==> src/rtl/fmeter_pkg.sv <==
package fmeter_pkg;
    typedef enum logic [1:0] {
        ST_IDLE,
        ST_ARM,
        ST_GATE,
        ST_HOLD
    } gate_state_t;

    localparam int unsigned SRC_COUNT = 7;
    localparam int unsigned SEL_BITS  = 3;
endpackage

==> src/rtl/fm_tick_pick.sv <==
module fm_tick_pick #(
    parameter int unsigned N_LINES = 7,
    parameter int unsigned SEL_W   = 3
) (
    input  logic [N_LINES-1:0] ticks,
    input  logic [SEL_W-1:0]   sel,
    output logic               tick
);
    always_comb begin
        tick = 1'b0;
        for (int i = 0; i < N_LINES; i++) begin
            if (sel == SEL_W'(i)) begin
                tick = ticks[i];
            end
        end
    end
endmodule

==> src/rtl/fm_sat_count.sv <==
module fm_sat_count #(
    parameter int unsigned W = 16
) (
    input  logic         clk,
    input  logic         rst_n,
    input  logic         clr,
    input  logic         inc,
    output logic [W-1:0] value,
    output logic [W-1:0] nxt
);
    localparam logic [W-1:0] CEIL = {W{1'b1}};

    always_comb begin
        if (inc && value != CEIL) begin
            nxt = value + W'(1);
        end else begin
            nxt = value;
        end
    end

    always_ff @(posedge clk or negedge rst_n) begin
        if (!rst_n) begin
            value <= '0;
        end else if (clr) begin
            value <= '0;
        end else begin
            value <= nxt;
        end
    end

    // once at the ceiling the count never wraps
    a_r8_saturate: assert property (@(posedge clk) disable iff (!rst_n)
        (value == CEIL && !clr) |=> (value == CEIL));
endmodule

==> src/rtl/fm_gate_fsm.sv <==
module fm_gate_fsm
    import fmeter_pkg::*;
#(
    parameter int unsigned WIN_W = 16
) (
    input  logic             clk,
    input  logic             rst_n,
    input  logic             srst,
    input  logic             meter_en,
    input  logic             hs_en,
    input  logic             ref_tick,
    input  logic [WIN_W-1:0] win_size,
    output logic             busy,
    output logic             cnt_clr,
    output logic             gate_on,
    output logic             latch
);
    gate_state_t      state, state_nxt;
    logic [WIN_W-1:0] win_q;
    logic [WIN_W-1:0] periods;
    logic             last_period;

    assign last_period = (periods == win_q);

    always_comb begin
        state_nxt = state;
        unique case (state)
            ST_IDLE: if (meter_en && hs_en) state_nxt = ST_ARM;
            ST_ARM:  if (!meter_en) state_nxt = ST_IDLE;
                     else if (ref_tick) state_nxt = ST_GATE;
            ST_GATE: if (!meter_en) state_nxt = ST_IDLE;
                     else if (ref_tick && last_period) state_nxt = ST_HOLD;
            ST_HOLD: if (!meter_en) state_nxt = ST_IDLE;
            default: state_nxt = ST_IDLE;
        endcase
    end

    always_ff @(posedge clk or negedge rst_n) begin
        if (!rst_n) begin
            state   <= ST_IDLE;
            win_q   <= '0;
            periods <= '0;
        end else if (srst) begin
            state   <= ST_IDLE;
            periods <= '0;
        end else begin
            state <= state_nxt;
            if (state == ST_IDLE && state_nxt == ST_ARM) begin
                win_q <= win_size;
            end
            if (state == ST_ARM && ref_tick) begin
                periods <= '0;
            end else if (state == ST_GATE && ref_tick) begin
                periods <= periods + WIN_W'(1);
            end
        end
    end

    always_comb begin
        busy    = (state == ST_ARM) || (state == ST_GATE);
        cnt_clr = (state == ST_ARM) && ref_tick;
        gate_on = (state == ST_GATE);
        latch   = (state == ST_GATE) && meter_en && ref_tick && last_period;
    end

    // busy only rises after both enables were present
    a_r2_start_needs_both: assert property (@(posedge clk) disable iff (!rst_n)
        $rose(busy) |-> $past(meter_en && hs_en));
    // no start without the high-speed enable
    a_r3_no_hs_no_busy: assert property (@(posedge clk) disable iff (!rst_n)
        (!busy && !hs_en) |=> !busy);
    // removing the enable ends the run
    a_r9_abort_drops_busy: assert property (@(posedge clk) disable iff (!rst_n)
        (busy && !meter_en) |=> !busy);
endmodule

==> src/rtl/freq_meter.sv <==
module freq_meter
    import fmeter_pkg::*;
#(
    parameter int unsigned CNT_W = 16,
    parameter int unsigned WIN_W = 16
) (
    input  logic                clk,
    input  logic                rst_n,
    input  logic                meas_srst,
    input  logic                meter_en,
    input  logic                hs_clk_en,
    input  logic [SEL_BITS-1:0] tgt_sel,
    input  logic [SEL_BITS-1:0] ref_sel,
    input  logic [WIN_W-1:0]    win_size,
    input  logic [SRC_COUNT-1:0] tgt_ticks,
    input  logic [SRC_COUNT-1:0] ref_ticks,
    output logic                busy,
    output logic [CNT_W-1:0]    count_data
);
    logic             tgt_tick, ref_tick;
    logic             cnt_clr, gate_on, latch;
    logic [CNT_W-1:0] cnt_val, cnt_nxt;

    fm_tick_pick #(.N_LINES(SRC_COUNT), .SEL_W(SEL_BITS)) u_tgt_pick (
        .ticks (tgt_ticks),
        .sel   (tgt_sel),
        .tick  (tgt_tick)
    );

    fm_tick_pick #(.N_LINES(SRC_COUNT), .SEL_W(SEL_BITS)) u_ref_pick (
        .ticks (ref_ticks),
        .sel   (ref_sel),
        .tick  (ref_tick)
    );

    fm_gate_fsm #(.WIN_W(WIN_W)) u_fsm (
        .clk      (clk),
        .rst_n    (rst_n),
        .srst     (meas_srst),
        .meter_en (meter_en),
        .hs_en    (hs_clk_en),
        .ref_tick (ref_tick),
        .win_size (win_size),
        .busy     (busy),
        .cnt_clr  (cnt_clr),
        .gate_on  (gate_on),
        .latch    (latch)
    );

    fm_sat_count #(.W(CNT_W)) u_cnt (
        .clk   (clk),
        .rst_n (rst_n),
        .clr   (cnt_clr),
        .inc   (gate_on && tgt_tick),
        .value (cnt_val),
        .nxt   (cnt_nxt)
    );

    always_ff @(posedge clk or negedge rst_n) begin
        if (!rst_n) begin
            count_data <= '0;
        end else if (meas_srst) begin
            count_data <= '0;
        end else if (latch) begin
            count_data <= cnt_nxt;
        end
    end

    // measurement reset clears result and busy
    a_r1_srst_clears: assert property (@(posedge clk) disable iff (!rst_n)
        meas_srst |=> (count_data == '0 && !busy));
    // an abort leaves the result untouched
    a_r9_abort_keeps_data: assert property (@(posedge clk) disable iff (!rst_n)
        (busy && !meter_en && !meas_srst) |=> $stable(count_data));
    // result moves only as busy falls, or on reset
    a_r7_data_on_done: assert property (@(posedge clk) disable iff (!rst_n)
        !$stable(count_data) |-> ($fell(busy) || $past(meas_srst)));
endmodule

==> config.mk <==
export PLATFORM = sky130hd
export DESIGN_NAME = freq_meter
export DESIGN_NICKNAME = d
export VERILOG_FILES = /design/src/rtl/fmeter_pkg.sv /design/src/rtl/fm_tick_pick.sv /design/src/rtl/fm_sat_count.sv /design/src/rtl/fm_gate_fsm.sv /design/src/rtl/freq_meter.sv
export SDC_FILE = /design/constraint.sdc
export NUM_CORES = 1
export LEC_CHECK = 0
export BUFFER_PORTS_ARGS = -buffer_cell sky130_fd_sc_hd__buf_2
export CELL_PAD_IN_SITES_DETAIL_PLACEMENT = 1
export CELL_PAD_IN_SITES_GLOBAL_PLACEMENT = 2
export CORE_MARGIN = 3
export CORE_UTILIZATION = 35
export CTS_BUF_LIST = sky130_fd_sc_hd__clkbuf_16
export DETAILED_ROUTE_END_ITERATION = 8
export GPL_ROUTABILITY_DRIVEN = 0
export HOLD_SLACK_MARGIN = 0.08
export MAX_ROUTING_LAYER = met4
export PLACE_DENSITY = 0.83
export SLEW_MARGIN = 30
export SYNTH_ARGS = -nofsm -noshare
export SYNTH_HDL_FRONTEND = slang
export SYNTH_SLANG_ARGS = --single-unit
==> constraint.sdc <==
create_clock -name clk -period 3.4 [get_ports clk]
set_clock_uncertainty 0.15 [all_clocks]
set_input_delay 0.51 -clock clk [delete_from_list [all_inputs] [get_ports clk]]
set_output_delay 0.51 -clock clk [all_outputs]
set_load 0.03 [all_outputs]
# Yosys cells after proc, flatten, opt, wreduce, memory -nomap -nowiden
# Index checks and enable logic that the tools add are counted.
# word_totals
latch_bits	0
mem_bits_rw	0
ff_bits	66
rom_bits	0
in_bits	41
memories	0
output_inout_bits	17
# op_classes
order_cmp	0
n_eq_ne	18
mul	0
bitwise_logic	1
addsub	2
mux	29
n_reduce_logical	17
shift	0
div_mod_pow	0
# op_table
operator	count
$mux 16	7
$add 16x1->16 const B	2
$eq 3x3->1 const B	6
$eq 16x16->1	1
$ne 16x16->1 const B	1
$mux 1	14
$mux 2	7
$eq 3x2->1 const B	4
$logic_and 1x1->1	10
$pmux 2 s4	1
$eq 3x1->1 const B	2
$logic_not 3->1	2
$eq 2x1->1 const B	2
$eq 2x2->1 const B	2
$reduce_bool 3->1	1
$logic_not 2->1	1
$reduce_and 2->1	1
$reduce_bool 2->1	1
$logic_or 1x1->1	1
$not 1->1	1

# Longest topological paths before layout
# depth
depth_word	15
depth_mapped	10
mapped_depth_nobuf	8

# Modules after synthesis
# From an unflattened synthesis, not the netlist that was laid out.
# unflattened
cells_unflattened	335
hier_area_um2	3662.3
# modules_own_cells
module	area_per_inst_um2	n_inst	cells_each
fm_gate_fsm	1846.8	1	166
fm_sat_count	1036.0	1	106
freq_meter	666.9	1	53
fm_tick_pick	56.3	2	5

# Worst setup path after synthesis
# No wires, ideal clock.
# synth_timing
kind	input-to-reg
startpoint	in ref_sel[2]
endpoint	reg u_fsm.win_q[10]
setup_slack_ns	0.767
arrival_time_ns	2.358
n_path_buf	2
required_ns	3.125
path_stages	8
cell_sequence	buf_6 nand2b_1 mux4_2 nor3_2 a21oi_2 o21ai_4 buf_12 mux2_4
# synth_via
elab_chain_len	15
# synth_lines
element	line	rtl
from (decl)	freq_meter.sv:13	input logic [SEL_BITS-1:0] ref_sel,
$logic_not 3->1	fm_tick_pick.sv:12	if (sel == SEL_W'(i)) begin
$mux 1 (6 in series)	fm_tick_pick.sv:12	
$mux 1 (*)	fm_tick_pick.sv:12	
$logic_and 1x1->1	fm_gate_fsm.sv:32	else if (ref_tick && last_period) state_nxt = ST_HOLD;
$mux 2	fm_gate_fsm.sv:32	
$mux 2	fm_gate_fsm.sv:31	ST_GATE: if (!meter_en) state_nxt = ST_IDLE;
$pmux 2 s4 (*)	fm_gate_fsm.sv:27	unique case (state)
$eq 2x1->1 (*)	fm_gate_fsm.sv:48	if (state == ST_IDLE && state_nxt == ST_ARM) begin
$logic_and 1x1->1 (*)	fm_gate_fsm.sv:48	
$reduce_and 2->1 (no line) (*)	--	
to (signal assigned)	fm_gate_fsm.sv:49	win_q <= win_size;
to (decl)	fm_gate_fsm.sv:19	logic [WIN_W-1:0] win_q;
# Every way passes the cells marked *; elsewhere a longest branch is shown, timed or not.
# A chain may end at the register's enable or synchronous reset.

# Worst setup path in the final report
# layout_timing
startpoint	reg u_fsm.state[0]
endpoint	reg u_fsm.win_q[11]
# layout_via
elab_chain_len	6
# layout_lines
element	line	rtl
from (decl)	fm_gate_fsm.sv:18	gate_state_t state, state_nxt;
from (signal assigned)	fm_gate_fsm.sv:47	state <= state_nxt;
$mux 2, on equally long branches	fm_gate_fsm.sv:32, fm_gate_fsm.sv:30	
$mux 2, on equally long branches	fm_gate_fsm.sv:31, fm_gate_fsm.sv:29	
$pmux 2 s4	fm_gate_fsm.sv:27	
$eq 2x1->1	fm_gate_fsm.sv:48	
$logic_and 1x1->1 (*)	fm_gate_fsm.sv:48	
$reduce_and 2->1 (no line) (*)	--	
# Marked as above.

==> flow_summary.toml <==
[outcome]
status = "complete, no violations"

[timing]
setup_ws_ns = 0.700
slew-limit-headroom = 0.645
summed_negative_setup_slack_over_all_endpoints_ns = 0
worst_hold_slack_ns = 0.261
hold_viol = 0
period_share = 0.794
unrepaired_setup_endpoints_after_global_routing = "false"
drv_slew = 0
clock.fmax_ghz = 0.370
max_slew.worst_pin.slew_ns = 0.533
min_period_ns = 2.70
final_setup_violations = 0

[worst_setup_path]
worst_setup_path_startpoint = "u_fsm.state[0]"
critical_path.slowest_cell = "sky130_fd_sc_hd__dfrtp_1"
slowest_stage_delay_cp_ns = 0.43
reg2regPathDepth = 9
endpoint = "u_fsm.win_q[11]"
critical_path.cell_chain = "inv_1 -> ha_1 -> o311a_1 -> nor3b_1 -> o21ai_0 -> a21oi_2 -> o21ai_4 -> buf_4 -> mux2_4"
endpoint_kind = "flip-flop"
critPathArrivalTime_ns = 2.76
r2r_end = "u_fsm.win_q[11]"
critical_path_peak_fanout = 16
critical_path_required_ns = 3.46
worst_setup_start_kind = "flip-flop"
r2r_start = "u_fsm.state[0]"
criticalPathCategory = "reg -> reg"
timing.reg2reg.setup_slack_ns = 0.70

[global_route]
track_usage = 0.180
grt_antenna_before_repair = 0
via_count_of_the_first_global_routing_pass = 3131
maximum_number_of_pins_on_one_net_before_global_route_repair = 25
global_route_wire_length_before_repair_um = 15800
grt_overflow = 0

[clock_network]
clock_transition_time_at_the_flip_flop_clock_pins_of_the_worst_setup_and_hold_paths_ns = 0.06
clock_tree.buffer_depth = 2
numCtsBuffers = 9
cts-root-buf = "sky130_fd_sc_hd__clkbuf_16"
clk_latency_ns = 0.33
post_cts.repair.setup_buffers = 0
post_cts_resize_count = 0
htreeDepth = 3
postCtsHoldBufs = 1
clock_sink_count = 66
cts_tree = "done"

[power]
power_leakage_nw = 1.91
power.density_cell_area_mw_per_mm2 = 567
design_power_total_mw = 2.44
vdd.ir_drop.worst_mv = 0.323

[floorplan]
fp.coreArea_mm2 = 0.00986
design.die.area_mm2 = 0.0115
die_width_um = 107
floorplan.die.height_um = 107
std_cell_rows = 36
ioPinCount = 58
initial_utilization = 0.364

[final_layout]
postLayoutCoreUtil = 0.437
fill_cells = 1132
post-route-cell-area_mm2 = 0.00431
finalNetCount = 460
final_cell_mix = "sky130_fd_sc_hd__dfrtp_1, sky130_fd_sc_hd__buf_2, sky130_fd_sc_hd__nor2_1, sky130_fd_sc_hd__xnor2_1, sky130_fd_sc_hd__nand2_1"
layout_commonest_cell = "sky130_fd_sc_hd__dfrtp_1"
diodes = 0
post_layout_nonfiller_instances = 550
final_layout_size_suffix_gt1_frac = 0.261
area_growth_pct = 20.1

[synth]
synth-edff-count = 0
postSynth.topFlopCell = "sky130_fd_sc_hd__dfrtp_1"
synthDominantCellAreaShare = 0.461
synth_area_leaders = "sky130_fd_sc_hd__dfrtp_1, sky130_fd_sc_hd__xnor2_1, sky130_fd_sc_hd__nor2_1"
syn_inst = 349
yosysWarningCount = 0
post-synth-top-area-cell = "sky130_fd_sc_hd__dfrtp_1"
synth_cell_type_count = 47
synth.net_count = 397
synth_sequential_area_ratio = 0.461
synth_seq_cells = 66
synth_area_mm2 = 0.00359
synth.avg_cell_area_um2 = 10.3
postSynth.asyncResetShare = 1.00

[placed_design]
place_area_mm2 = 0.00401
post-place-cells = 533
detailedPlacementHpwl_um = 7130
worst_setup_timing_slack_at_the_placement_stage_ns = 0.488
portBuffers = 57

[routing]
vias = 2816
drt-pass1-iter-count = 4
vias_per_cell = 5.12
ant_nets = 0
wire_per_inst_um = 17.0
drt_iter0_drc = 151
post-route-drc-count = 0
drt-total-wl_um = 9360

[flow_run]
max-cap-violations = 0

[hold_path]
worst_hold_path_type = "in -> reg"
==> final cells by class <==
cell class	instances	area [um2]	area share
Clock buffer	9	225	0.0523
Clock inverter	7	61.3	0.0142
Inverter	9	33.8	0.00784
Multi-Input combinational cell	262	1830	0.424
Sequential cell	66	1650	0.383
Tap cell	133	166	0.0386
Timing Repair Buffer	64	340	0.0790
==> cells in the mapped netlist, types with 7 or more instances <==
cell	count
sky130_fd_sc_hd__inv_1	9
sky130_fd_sc_hd__xnor2_1	31
sky130_fd_sc_hd__xor2_1	8
sky130_fd_sc_hd__clkbuf_1	7
sky130_fd_sc_hd__nand3_1	15
sky130_fd_sc_hd__nand4_1	16
sky130_fd_sc_hd__o21ai_0	18
sky130_fd_sc_hd__a21oi_1	17
sky130_fd_sc_hd__nand2_1	20
sky130_fd_sc_hd__nor2_1	47
sky130_fd_sc_hd__mux2_2	10
sky130_fd_sc_hd__mux2_4	10
sky130_fd_sc_hd__ha_1	7
sky130_fd_sc_hd__dfrtp_1	66
==> critical path: cells and delay by family (launching register included) <==
kind                       cells  cell delay, ns
AOI/OAI and AO/OA              4            0.80
DFF                            1            0.43
adders and majority gates      1            0.35
buffers and inverters          2            0.33
muxes                          1            0.33
and+or+nand+nor                1            0.18
==> registers in the layout, summed over array words and instances, names as in the netlist <==
signal and flops:
count_data 16, u_cnt.value 16, u_fsm.periods 16, u_fsm.state 2
u_fsm.win_q 16
==> how the worst min path moves through the flow <==
| stage | startpoint | endpoint | slack [ns] | cells after the start |
|---|---|---|---|---|
| after floorplan | rst_n | count_data[0] | 0.06 | 0 |
| after CTS | win_size[10] | u_fsm.win_q[10] | 0.25 | 2 |
| after global routing | win_size[14] | u_fsm.win_q[14] | 0.26 | 2 |
| after global placement | rst_n | count_data[3] | 0.36 | 1 |
| final | win_size[10] | u_fsm.win_q[10] | 0.26 | 2 |
| after detailed placement | rst_n | count_data[8] | 0.37 | 1 |
==> where the power goes <==
group / internal (mW) / leakage [nW] / total (mW) / switching [mW]
Sequential: 0.907 / 0.884 / 1.02 / 0.118
Combinational: 0.273 / 0.884 / 0.527 / 0.254
Clock: 0.558 / 0.138 / 0.891 / 0.333
Total: 1.74 / 1.91 / 2.44 / 0.706
==> cells by family (layout without fill, tap and decap cells) <==
logic type	count (synthesis)	after routing	synth area share
AND/OR/NAND/NOR	134	134	0.185
flip-flops	66	66	0.461
AO/OA/AOI/OAI	51	51	0.0900
XOR/XNOR	39	39	0.0953
multiplexers	31	31	0.115
buffers and inverters	21	89	0.0297
adder cells (fa/ha/maj)	7	7	0.0244
==> layer usage <==
| metal | up-vias | GRT usage | wire length [um] |
|---|---|---|---|
| li1 | 1353 | - | - |
| met1 | 1410 | 0.212 | 4070 |
| met2 | 41 | 0.312 | 4870 |
| met3 | 12 | 0.0349 | 279 |
| met4 | 0 | 0.0521 | 140 |
| met5 | - | - | 0 |
Note: power is estimated with default switching activity, not from simulation.
